===== config.mk =====
export PLATFORM = sky130hd
export DESIGN_NAME = ide_io_decode
export DESIGN_NICKNAME = d
export VERILOG_FILES = /design/src/rtl/ide_dec_pkg.sv /design/src/rtl/ide_chan_map.sv /design/src/rtl/ide_bm_window.sv /design/src/rtl/ide_io_decode.sv
export SDC_FILE = /design/constraint.sdc
export NUM_CORES = 1
export LEC_CHECK = 0
export BUFFER_PORTS_ARGS = -buffer_cell sky130_fd_sc_hd__clkbuf_2
export CORE_MARGIN = 8
export CORE_UTILIZATION = 43
export DETAILED_ROUTE_END_ITERATION = 10
export PLACE_DENSITY = 0.78
export SYNTH_ARGS = -nofsm -noshare
export SYNTH_HDL_FRONTEND = slang
export SYNTH_SLANG_ARGS = --single-unit

===== constraint.sdc =====
create_clock -name clk -period 3.7 [get_ports clk]
set_input_delay 0.74 -clock clk [delete_from_list [all_inputs] [get_ports clk]]
set_output_delay 0.74 -clock clk [all_outputs]
set_load 0.03 [all_outputs]

===== src/rtl/ide_dec_pkg.sv =====
package ide_dec_pkg;
  localparam int NCH = 2;

  // fixed compatibility addresses per channel
  function automatic logic [15:0] legacy_cmd(input int ch);
    return (ch == 0) ? 16'h01F0 : 16'h0170;
  endfunction

  function automatic logic [15:0] legacy_ctl(input int ch);
    return (ch == 0) ? 16'h03F6 : 16'h0376;
  endfunction

  // bit of the programming-interface byte selecting native mode
  function automatic int native_bit(input int ch);
    return ch * 2;
  endfunction

  // bit of the general control byte turning the channel on
  function automatic int on_bit(input int ch);
    return ch + 1;
  endfunction
endpackage


===== src/rtl/ide_chan_map.sv =====
module ide_chan_map #(
  parameter int AW = 16,
  parameter int CMD_SPAN = 8,
  parameter logic [AW-1:0] LEG_CMD = '0,
  parameter logic [AW-1:0] LEG_CTL = '0
) (
  input  logic          native,
  input  logic          io_en,
  input  logic          chan_on,
  input  logic [AW-1:0] cmd_bar,
  input  logic [AW-1:0] ctl_bar,
  input  logic          io_req,
  input  logic [AW-1:0] io_addr,
  output logic          en,
  output logic [AW-1:0] cmd_base,
  output logic [AW-1:0] ctl_base,
  output logic          cmd_hit,
  output logic          ctl_hit
);
  logic [AW-1:0] cmd_off;

  always_comb begin
    en       = io_en & chan_on;
    cmd_base = native ? {cmd_bar[AW-1:1], 1'b0} : LEG_CMD;
    ctl_base = native ? {ctl_bar[AW-1:1], 1'b0} : LEG_CTL;
    cmd_off  = io_addr - cmd_base;
    cmd_hit  = en & io_req & (32'(cmd_off) < CMD_SPAN);
    ctl_hit  = en & io_req & (io_addr == ctl_base);
  end

  logic unused_bits;
  assign unused_bits = cmd_bar[0] ^ ctl_bar[0];
endmodule


===== src/rtl/ide_bm_window.sv =====
module ide_bm_window #(
  parameter int AW = 16,
  parameter int HALF = 8
) (
  input  logic                  io_en,
  input  logic [AW-1:0]         bm_bar,
  input  logic                  io_req,
  input  logic [AW-1:0]         io_addr,
  output logic [1:0][AW-1:0]    bm_base,
  output logic [1:0]            bm_hit
);
  localparam int LW = $clog2(2 * HALF);

  logic in_win;

  always_comb begin
    bm_base[0] = {bm_bar[AW-1:LW], {LW{1'b0}}};
    bm_base[1] = bm_base[0] + AW'(HALF);
    in_win     = io_en & io_req & (io_addr[AW-1:LW] == bm_bar[AW-1:LW]);
    bm_hit[0]  = in_win & ~io_addr[LW-1];
    bm_hit[1]  = in_win &  io_addr[LW-1];
  end

  logic unused_bits;
  assign unused_bits = ^{bm_bar[LW-1:0], io_addr[LW-2:0]};
endmodule


===== src/rtl/ide_io_decode.sv =====
module ide_io_decode
  import ide_dec_pkg::*;
#(
  parameter int AW = 16,
  parameter int CMD_SPAN = 8,
  parameter int BM_HALF = 8
) (
  input  logic                    clk,
  input  logic                    rst,
  input  logic                    io_en,
  input  logic [7:0]              prog_if,
  input  logic [7:0]              gen_ctl,
  input  logic [NCH-1:0][AW-1:0]  cmd_bar,
  input  logic [NCH-1:0][AW-1:0]  ctl_bar,
  input  logic [AW-1:0]           bm_bar,
  input  logic                    io_req,
  input  logic [AW-1:0]           io_addr,
  output logic [NCH-1:0]          chan_en,
  output logic [NCH-1:0][AW-1:0]  cmd_base,
  output logic [NCH-1:0][AW-1:0]  ctl_base,
  output logic [NCH-1:0][AW-1:0]  bm_base,
  output logic [NCH-1:0]          irq_native,
  output logic [NCH-1:0]          cmd_hit,
  output logic [NCH-1:0]          ctl_hit,
  output logic [NCH-1:0]          bm_hit
);
  localparam int BM_LW = $clog2(2 * BM_HALF);

  logic [NCH-1:0]          en_d, cmd_hit_d, ctl_hit_d, native_d;
  logic [NCH-1:0][AW-1:0]  cmd_base_d, ctl_base_d, bm_base_d;
  logic [1:0]              bm_hit_d;

  for (genvar c = 0; c < NCH; c++) begin : g_chan
    assign native_d[c] = prog_if[native_bit(c)];

    ide_chan_map #(
      .AW(AW), .CMD_SPAN(CMD_SPAN),
      .LEG_CMD(AW'(legacy_cmd(c))), .LEG_CTL(AW'(legacy_ctl(c)))
    ) u_map (
      .native  (native_d[c]),
      .io_en   (io_en),
      .chan_on (gen_ctl[on_bit(c)]),
      .cmd_bar (cmd_bar[c]),
      .ctl_bar (ctl_bar[c]),
      .io_req  (io_req),
      .io_addr (io_addr),
      .en      (en_d[c]),
      .cmd_base(cmd_base_d[c]),
      .ctl_base(ctl_base_d[c]),
      .cmd_hit (cmd_hit_d[c]),
      .ctl_hit (ctl_hit_d[c])
    );

    // a disabled channel never reports a hit
    p_off_no_hit_r8: assert property (@(posedge clk) disable iff (rst)
      !chan_en[c] |-> (!cmd_hit[c] && !ctl_hit[c]));

    // routing mode follows the native bit from the previous edge
    p_irq_follow_r10: assert property (@(posedge clk) disable iff (rst)
      !$past(rst) |-> (irq_native[c] == $past(prog_if[native_bit(c)])));
  end

  ide_bm_window #(.AW(AW), .HALF(BM_HALF)) u_bm (
    .io_en  (io_en),
    .bm_bar (bm_bar),
    .io_req (io_req),
    .io_addr(io_addr),
    .bm_base(bm_base_d),
    .bm_hit (bm_hit_d)
  );

  always_ff @(posedge clk) begin
    if (rst) begin
      chan_en    <= '0;
      cmd_base   <= '0;
      ctl_base   <= '0;
      bm_base    <= '0;
      irq_native <= '0;
      cmd_hit    <= '0;
      ctl_hit    <= '0;
      bm_hit     <= '0;
    end else begin
      chan_en    <= en_d;
      cmd_base   <= cmd_base_d;
      ctl_base   <= ctl_base_d;
      bm_base    <= bm_base_d;
      irq_native <= native_d;
      cmd_hit    <= cmd_hit_d;
      ctl_hit    <= ctl_hit_d;
      bm_hit     <= bm_hit_d;
    end
  end

  logic unused_cfg;
  assign unused_cfg = ^{prog_if[7:3], prog_if[1], gen_ctl[7:3], gen_ctl[0]};

  // compatibility addresses for channel 0
  p_legacy_pri_r2: assert property (@(posedge clk) disable iff (rst)
    (!$past(rst) && !$past(prog_if[0])) |->
      (cmd_base[0] == AW'(16'h01F0) && ctl_base[0] == AW'(16'h03F6)));

  // the lower bus-master half only answers offsets with bit 3 clear
  p_bm_half_r9: assert property (@(posedge clk) disable iff (rst)
    bm_hit[0] |-> !$past(io_addr[BM_LW-1]));

  // no hit without a request and I/O space enabled one cycle earlier
  p_hit_needs_req_r11: assert property (@(posedge clk) disable iff (rst)
    (|{cmd_hit, ctl_hit, bm_hit}) |-> ($past(io_req) && $past(io_en)));
endmodule


==> impl_metrics.tcl, run 1 <==
set metrics [dict create \
    outcome "finished clean" \
    track_usage_pct 21.0 \
    synth-simple-area-share_pct 23.1 \
    pwr-share-seq_pct 43.7 \
    ys_warn_count 0 \
    total_power_mw 2.17 \
    maxSlewViolCount 0 \
    comb_power_share_pct 28.5 \
    hp-class "input port to flop" \
    die-height_um 120 \
    crit_type "input port to flop" \
    die_w_um 120 \
    setup_viol 0 \
    final_core_util_pct 54.1 \
    synth_top_cell_area_share_pct 35.4 \
    post_drt_wl_per_cell_um 18.1 \
    endpoint_kind "flop" \
    netSwitchingPower_mw 0.765 \
    grt_pass1_vias 4597 \
    synth.distinct_cells 78 \
    drive_gt1_share_pct 31.7 \
    syn_to_final_growth_pct 23.8 \
    ys.flop_type "dfxtp_1" \
    grt_pass1_wl_um 24200 \
    cts.clk_slew.worst_paths_ns 0.09 \
    pwr-share-clk_pct 27.8 \
    gp_congestion 0.921 \
    synth_edf_count 0 \
    vias 4691 \
    viasPerCell 5.39 \
    cts_hold_buf 0 \
    required_ns 4.02 \
    yosysMostFrequentCell "dfxtp_1" \
    crit_fanout 19 \
    synth-seq-area-share_pct 35.4 \
    place_ws_ns 0.381 \
    numCtsBuffers 9 \
    peakVddDrop_mv 0.175 \
    wl_um 15700 \
    cts.sinks 83 \
    coreArea_um2 10700 \
    ios 222 \
    htreeDepth 3 \
    dp_hpwl_um 12700 \
    worst-endpoint-arrival_ns 3.32 \
    p_int_mw 1.41 \
    instances_no_fill 871 \
    cts_tree "built" \
    rows 38 \
    finalSetupTns_ns 0 \
    avgSynthCellArea_um2 8.43 \
    synth.top_cells.by_count "dfxtp_1, a21oi_1, and2_1, nor2_1" \
    min_period_over_period_pct 81.2 \
    tightest_slew_ns 1.02 \
    final_nets 863 \
    port_buffers 190 \
    max_cap_violations 0 \
    drt-pass1-iter-count 4 \
    min_period_ns 3.01 \
    fp.dieArea_um2 14500 \
    slew_headroom_pct 31.6 \
    clockBufferDepth 2 \
    synth_fa_ha_area_share_pct 5.84 \
    syn_area_um2 4690 \
    postCtsSetupBuffers 0 \
    synth_xor_area_share_pct 6.69 \
    dp_cells 855 \
    synth_top_family_by_area "simple AND/OR/NAND/NOR gates" \
    root_buffer "clkbuf_8" \
    fillers 1002 \
    rsz0062_at_grt "no" \
    start_util_pct 43.7 \
    first_iter_violations 417 \
    synth-compound-area-share_pct 19.1 \
    ys_ff_latch 83 \
    cts_resized 0 \
    powerDensity_nw_per_um2 374 \
    synth.area.top_cells "dfxtp_1, ha_1, and2_1, xnor2_1, a21oi_1" \
    cellLeakagePower_nw 2.76 \
    startpoint_type "input port" \
    antenna_found_initial 0 \
    grt_start_max_net_pins 40 \
    overflow 0 \
    drc_errors 0 \
    final.setup.worst_slack_ns 0.694 \
    synthMuxAreaShare_pct 1.12 \
    async_flop_share_pct 0 \
    fmax_mhz 333 \
    synth_top_cell_by_area "dfxtp_1" \
    hold_violations 0 \
    sw_frac_of_total_pct 35.2 \
    drtAntennaViolNets 0 \
    n_antenna_cell 0 \
    syn_inst 557 \
]
power by group through the flow:
stage                     combinational, mW  sequential [mW]  clock (mW)
final                                 0.618            0.949       0.605
after global routing                  0.670            0.954       0.652
after CTS                             0.615            0.949       0.614
after detailed placement              0.612            0.970           0
after global placement                0.598            0.969           0
after floorplan                       0.342             1.06           0
area by class of cell:
| class | instances | area (µm²) | share of cell area (%) |
|---|---|---|---|
| clock inverters | 6 | 47.5 | 0.819 |
| clock buffers | 10 | 128 | 2.20 |
| multi-input cells | 401 | 2660 | 45.8 |
| inverters | 33 | 124 | 2.13 |
| well taps | 140 | 175 | 3.02 |
| flip-flops and latches | 83 | 1660 | 28.6 |
| repair buffers | 198 | 1010 | 17.4 |
critical path, stage by stage:
cell       delay [ns]
clkbuf_2         0.31
inv_1            0.10
nor2_1           0.24
ha_1             0.36
nand2_1          0.20
a41oi_2          0.17
or2_2            0.34
a2bb2oi_1        0.16
o2111ai_1        0.10
a2111oi_0        0.36
and3_1           0.23
layout by cell type (no fill, tap or decap), drive strengths merged, types with 3 or more instances in the layout:
master    count
inv          35
o211ai        3
and3          7
mux2i         3
conb         11
nand4         6
nor3          7
xnor2        27
nor4b         4
ha           21
buf           8
a41oi         3
xor2          8
nor4          7
nor2         38
dfxtp        83
clkinvlp      4
a31oi         6
clkbuf      200
a21o          5
a211oi        6
a22oi         3
nand3        18
nor2b        24
o22ai         5
o41ai         3
a21oi        41
and2         38
nand3b        3
o21ai        27
nand2        31
cells by family after synthesis:
| group | count (synthesis) |
|---|---|
| AOI/OAI and AO/OA | 132 |
| xor gates and xnor gates | 35 |
| adders and majority gates | 22 |
| buffers and inverters | 83 |
| DFF | 83 |
| muxes | 5 |
| other | 1 |
| and+or+nand+nor | 196 |
path summary, 6_finish.rpt:
check             cells past startpoint  slack, ns           to       start
hold / removal                        2       0.58  cmd_base[2]  cmd_bar[2]
setup / recovery                     11       0.69   cmd_hit[0]  prog_if[0]
state kept, by name, summed over array words and instances (netlist names):
name,count
cmd_hit,2
ctl_base,30
bm_base,13
cmd_base,30
irq_native,2
ctl_hit,2
bm_hit,2
chan_en,2
per-layer routing:
layer | global-route usage (%) | vias up | share of wire (%)
li1 | - | 2269 | -
met1 | 24.5 | 2151 | 41
met2 | 34.3 | 220 | 46
met3 | 5.97 | 51 | 9.1
met4 | 10.9 | 0 | 4.3
met5 | 0 | - | 0
through the flow:
| stage | area, µm² | hold WS, ns |
|---|---|---|
| after floorplan | 4730 | 0.862 |
| after global placement | 5630 | 0.961 |
| after detailed placement | 5630 | 0.965 |
| after CTS | 5810 | 0.570 |
| after global routing | 5810 | 0.580 |
| final | 5810 | 0.583 |
Note: power is estimated with default switching activity, not from simulation.
==> run 2: changes to the inputs <==
--- a/config.mk
+++ b/config.mk
@@ -5,6 +5,7 @@
 export SDC_FILE = /design/constraint.sdc
 export NUM_CORES = 1
 export LEC_CHECK = 0
+export ABC_AREA = 1
 export BUFFER_PORTS_ARGS = -buffer_cell sky130_fd_sc_hd__clkbuf_2
 export CORE_MARGIN = 8
 export CORE_UTILIZATION = 43
==> constraint.sdc (replaced) <==
create_clock -name clk -period 2.65 [get_ports clk]
set_input_delay 0.53 -clock clk [delete_from_list [all_inputs] [get_ports clk]]
set_output_delay 0.53 -clock clk [all_outputs]
set_load 0.03 [all_outputs]
==> run 2 against run 1 <==
Sequential share of layout area is 0.28 points lower. Worst hold slack got worse by 0.22 ns. Largest cell class unchanged. Critical path depth up 6. Area after synthesis shrank 0.48%. Setup slack got worse by 0.24 ns. Largest power group unchanged. Sequential cell count is the same.
==> impl_metrics.tcl, run 2 <==
set metrics [dict create \
    cts.sinks 83 \
    min_period_over_period_pct 82.8 \
    synth.top_cells.by_count "nand2_1, nor2_1, dfxtp_1" \
    path_cells "clkbuf_2 > inv_2 > nor2_1 > ha_1 > a21oi_1 > inv_1 > nor2_1 > nand2_1 > nand2_1 > nand2_1 > nand2_1 > nand2_1 > nor2_1 > nand2_1 > nor2_1 > nand2_1 > nor2_2" \
    cpMostUsedCell "nand2_1" \
    cellLeakagePower_nw 3.28 \
    rsz0062_at_grt "no" \
    fp.dieArea_um2 14500 \
    multi_input_area_um2 2500 \
    maxSlewViolCount 0 \
    cts_resized 0 \
    finalSetupTns_ns 0 \
    die_w_um 120 \
    wl_um 16300 \
    required_ns 2.96 \
    setup_viol 0 \
    htreeDepth 3 \
    syn_to_final_growth_pct 25.6 \
    synth-seq-area-share_pct 35.6 \
    start_util_pct 43.7 \
    ys.flop_type "dfxtp_1" \
    drt-pass1-iter-count 5 \
    cts_hold_buf 0 \
    ios 222 \
    design_area_um2 5870 \
    drtAntennaViolNets 0 \
    hold_path_depth 2 \
    antenna_found_initial 0 \
    first_iter_violations 431 \
    startpoint_type "input port" \
    grt_pass1_wl_um 25300 \
    rows 38 \
    ys_ff_latch 83 \
    syn_area_um2 4670 \
    worst-endpoint-arrival_ns 2.50 \
    hold_violations 0 \
    cts_tree "built" \
    post_drt_wl_per_cell_um 16.1 \
    grt_pass1_vias 4946 \
    sw_frac_of_total_pct 35.3 \
    ff_latch_area_um2 1660 \
    overflow 0 \
    synth_edf_count 0 \
    comb_power_share_pct 28.2 \
    yosysMostFrequentCell "nand2_1" \
    synth.area.top_cells "dfxtp_1, nand2_1, nor2_1, inv_1, ha_1" \
    grt_start_max_net_pins 75 \
    reg.largest.list "cmd_base x30, ctl_base x30, bm_base x13" \
    place_area_um2 5660 \
    synth_top_cell_area_share_pct 35.6 \
    peakVddDrop_mv 0.260 \
    clockBufferDepth 2 \
    final_nets 1005 \
    crit_slowest_cell "ha_1" \
    syn_inst 688 \
    vias 5013 \
    postCtsSetupBuffers 0 \
    slew_headroom_pct 48.3 \
    drc_errors 0 \
    max_cap_violations 0 \
    synth.distinct_cells 46 \
    final_cell_mix "clkbuf_2, nand2_1, nor2_1" \
    die-height_um 120 \
    drive_gt1_share_pct 28.4 \
    gp_congestion 0.903 \
    fmax_mhz 455 \
    dp_hpwl_um 13300 \
    outcome "finished clean" \
    min_from "rst" \
    final_common_cell "clkbuf_2" \
    total_power_mw 3.19 \
    port_buffers 190 \
    track_usage_pct 22.2 \
    crit_fanout 8 \
    endpoint_kind "flop" \
    p_int_mw 2.06 \
    worstHoldEndpoint "bm_base[19]" \
    netSwitchingPower_mw 1.13 \
    cts.clk_slew.worst_paths_ns 0.09 \
    pwr-share-seq_pct 41.5 \
    coreArea_um2 10700 \
    crit_type "input port to flop" \
    pwr-share-clk_pct 30.2 \
    numCtsBuffers 9 \
    powerDensity_nw_per_um2 544 \
    root_buffer "clkbuf_8" \
    min_period_ns 2.20 \
    async_flop_share_pct 0 \
    fillers 1072 \
    n_antenna_cell 0 \
    critical_path_buf_inv_count 3 \
    avgSynthCellArea_um2 6.79 \
    synth_top_cell_by_area "dfxtp_1" \
    viasPerCell 4.95 \
    cpLargestDelayFamily "simple AND/OR/NAND/NOR gates" \
    hp-class "input port to flop" \
    critPathMaxStageDelay_ns 0.31 \
    tightest_slew_ns 0.776 \
    ys_warn_count 0 \
    cp.depth 17 \
]
run 2: cell types whose count changed after synthesis, moves of 5 or more:
| cell | before | now |
|---|---|---|
| a21oi_1 | 41 | 31 |
| nand2_1 | 31 | 171 |
| nor2b_1 | 24 | 0 |
| nand3_2 | 0 | 5 |
| nand2_2 | 0 | 10 |
| xnor2_1 | 26 | 3 |
| nand3_1 | 18 | 43 |
| and2_1 | 38 | 1 |
| clkbuf_1 | 18 | 5 |
| and3_1 | 7 | 1 |
| inv_1 | 31 | 71 |
| inv_2 | 2 | 8 |
| nor2_1 | 38 | 112 |
| o21ai_0 | 24 | 12 |
run 2: worst max path at each step:
stage / startpoint / end / slack [ns]
3_3_place_gp: prog_if[0] / cmd_hit[0] / 0.16
4_1_cts: prog_if[0] / cmd_hit[0] / 0.51
6_report: prog_if[0] / cmd_hit[0] / 0.45
5_1_grt: prog_if[0] / cmd_hit[0] / 0.20
2_1_floorplan: prog_if[0] / cmd_hit[0] / 0.19
3_5_place_dp: prog_if[0] / cmd_hit[0] / 0.14
run 2: power groups by stage:
stage,Combinational (mW),Sequential (mW),Clock (mW)
floorplan,0.508,1.47,0
global placement,0.885,1.35,0
detailed placement,0.893,1.35,0
CTS,0.898,1.32,0.981
global route,0.995,1.33,1.02
finish,0.900,1.32,0.964
run 2: final cells by class:
| cell class | count | share of cell area (%) |
|---|---|---|
| Multi-Input combinational cell | 497 | 42.7 |
| Tap cell | 140 | 2.99 |
| Clock buffer | 10 | 2.35 |
| Inverter | 80 | 5.12 |
| Clock inverter | 6 | 1.24 |
| Timing Repair Buffer | 197 | 17.3 |
| Sequential cell | 83 | 28.3 |
run 2: stage by stage:
| step | hold WS, ns | worst slack [ns] | util [%] | instances |
|---|---|---|---|---|
| 6_report | 0.361 | 0.454 | 54.8 | 1013 |
| 5_1_grt | 0.358 | 0.196 | 54.8 | 1013 |
| 3_3_place_gp | 0.732 | 0.157 | 52.9 | 997 |
| 4_1_cts | 0.347 | 0.515 | 54.8 | 1013 |
| 3_5_place_dp | 0.739 | 0.137 | 52.9 | 997 |
| 2_1_floorplan | 0.602 | 0.191 | - | 698 |
run 2: layer usage:
metal	global-route usage [%]	vias to the layer above	part of all wire (%)
li1	-	2534	-
met4	10.3	0	3.8
met2	38.4	226	47
met3	6.67	45	9.2
met5	0	-	0
met1	24.6	2208	40
run 2: cells by family after synthesis:
kind of cell / count (synthesis) / synth area share (%)
xor+xnor: 15 / 2.81
fa+ha+maj: 21 / 5.63
flops: 83 / 35.6
other cells: 1 / 0.0803
buf+inv: 118 / 11.7
compound gates: 76 / 10.1
simple gates: 374 / 34.2
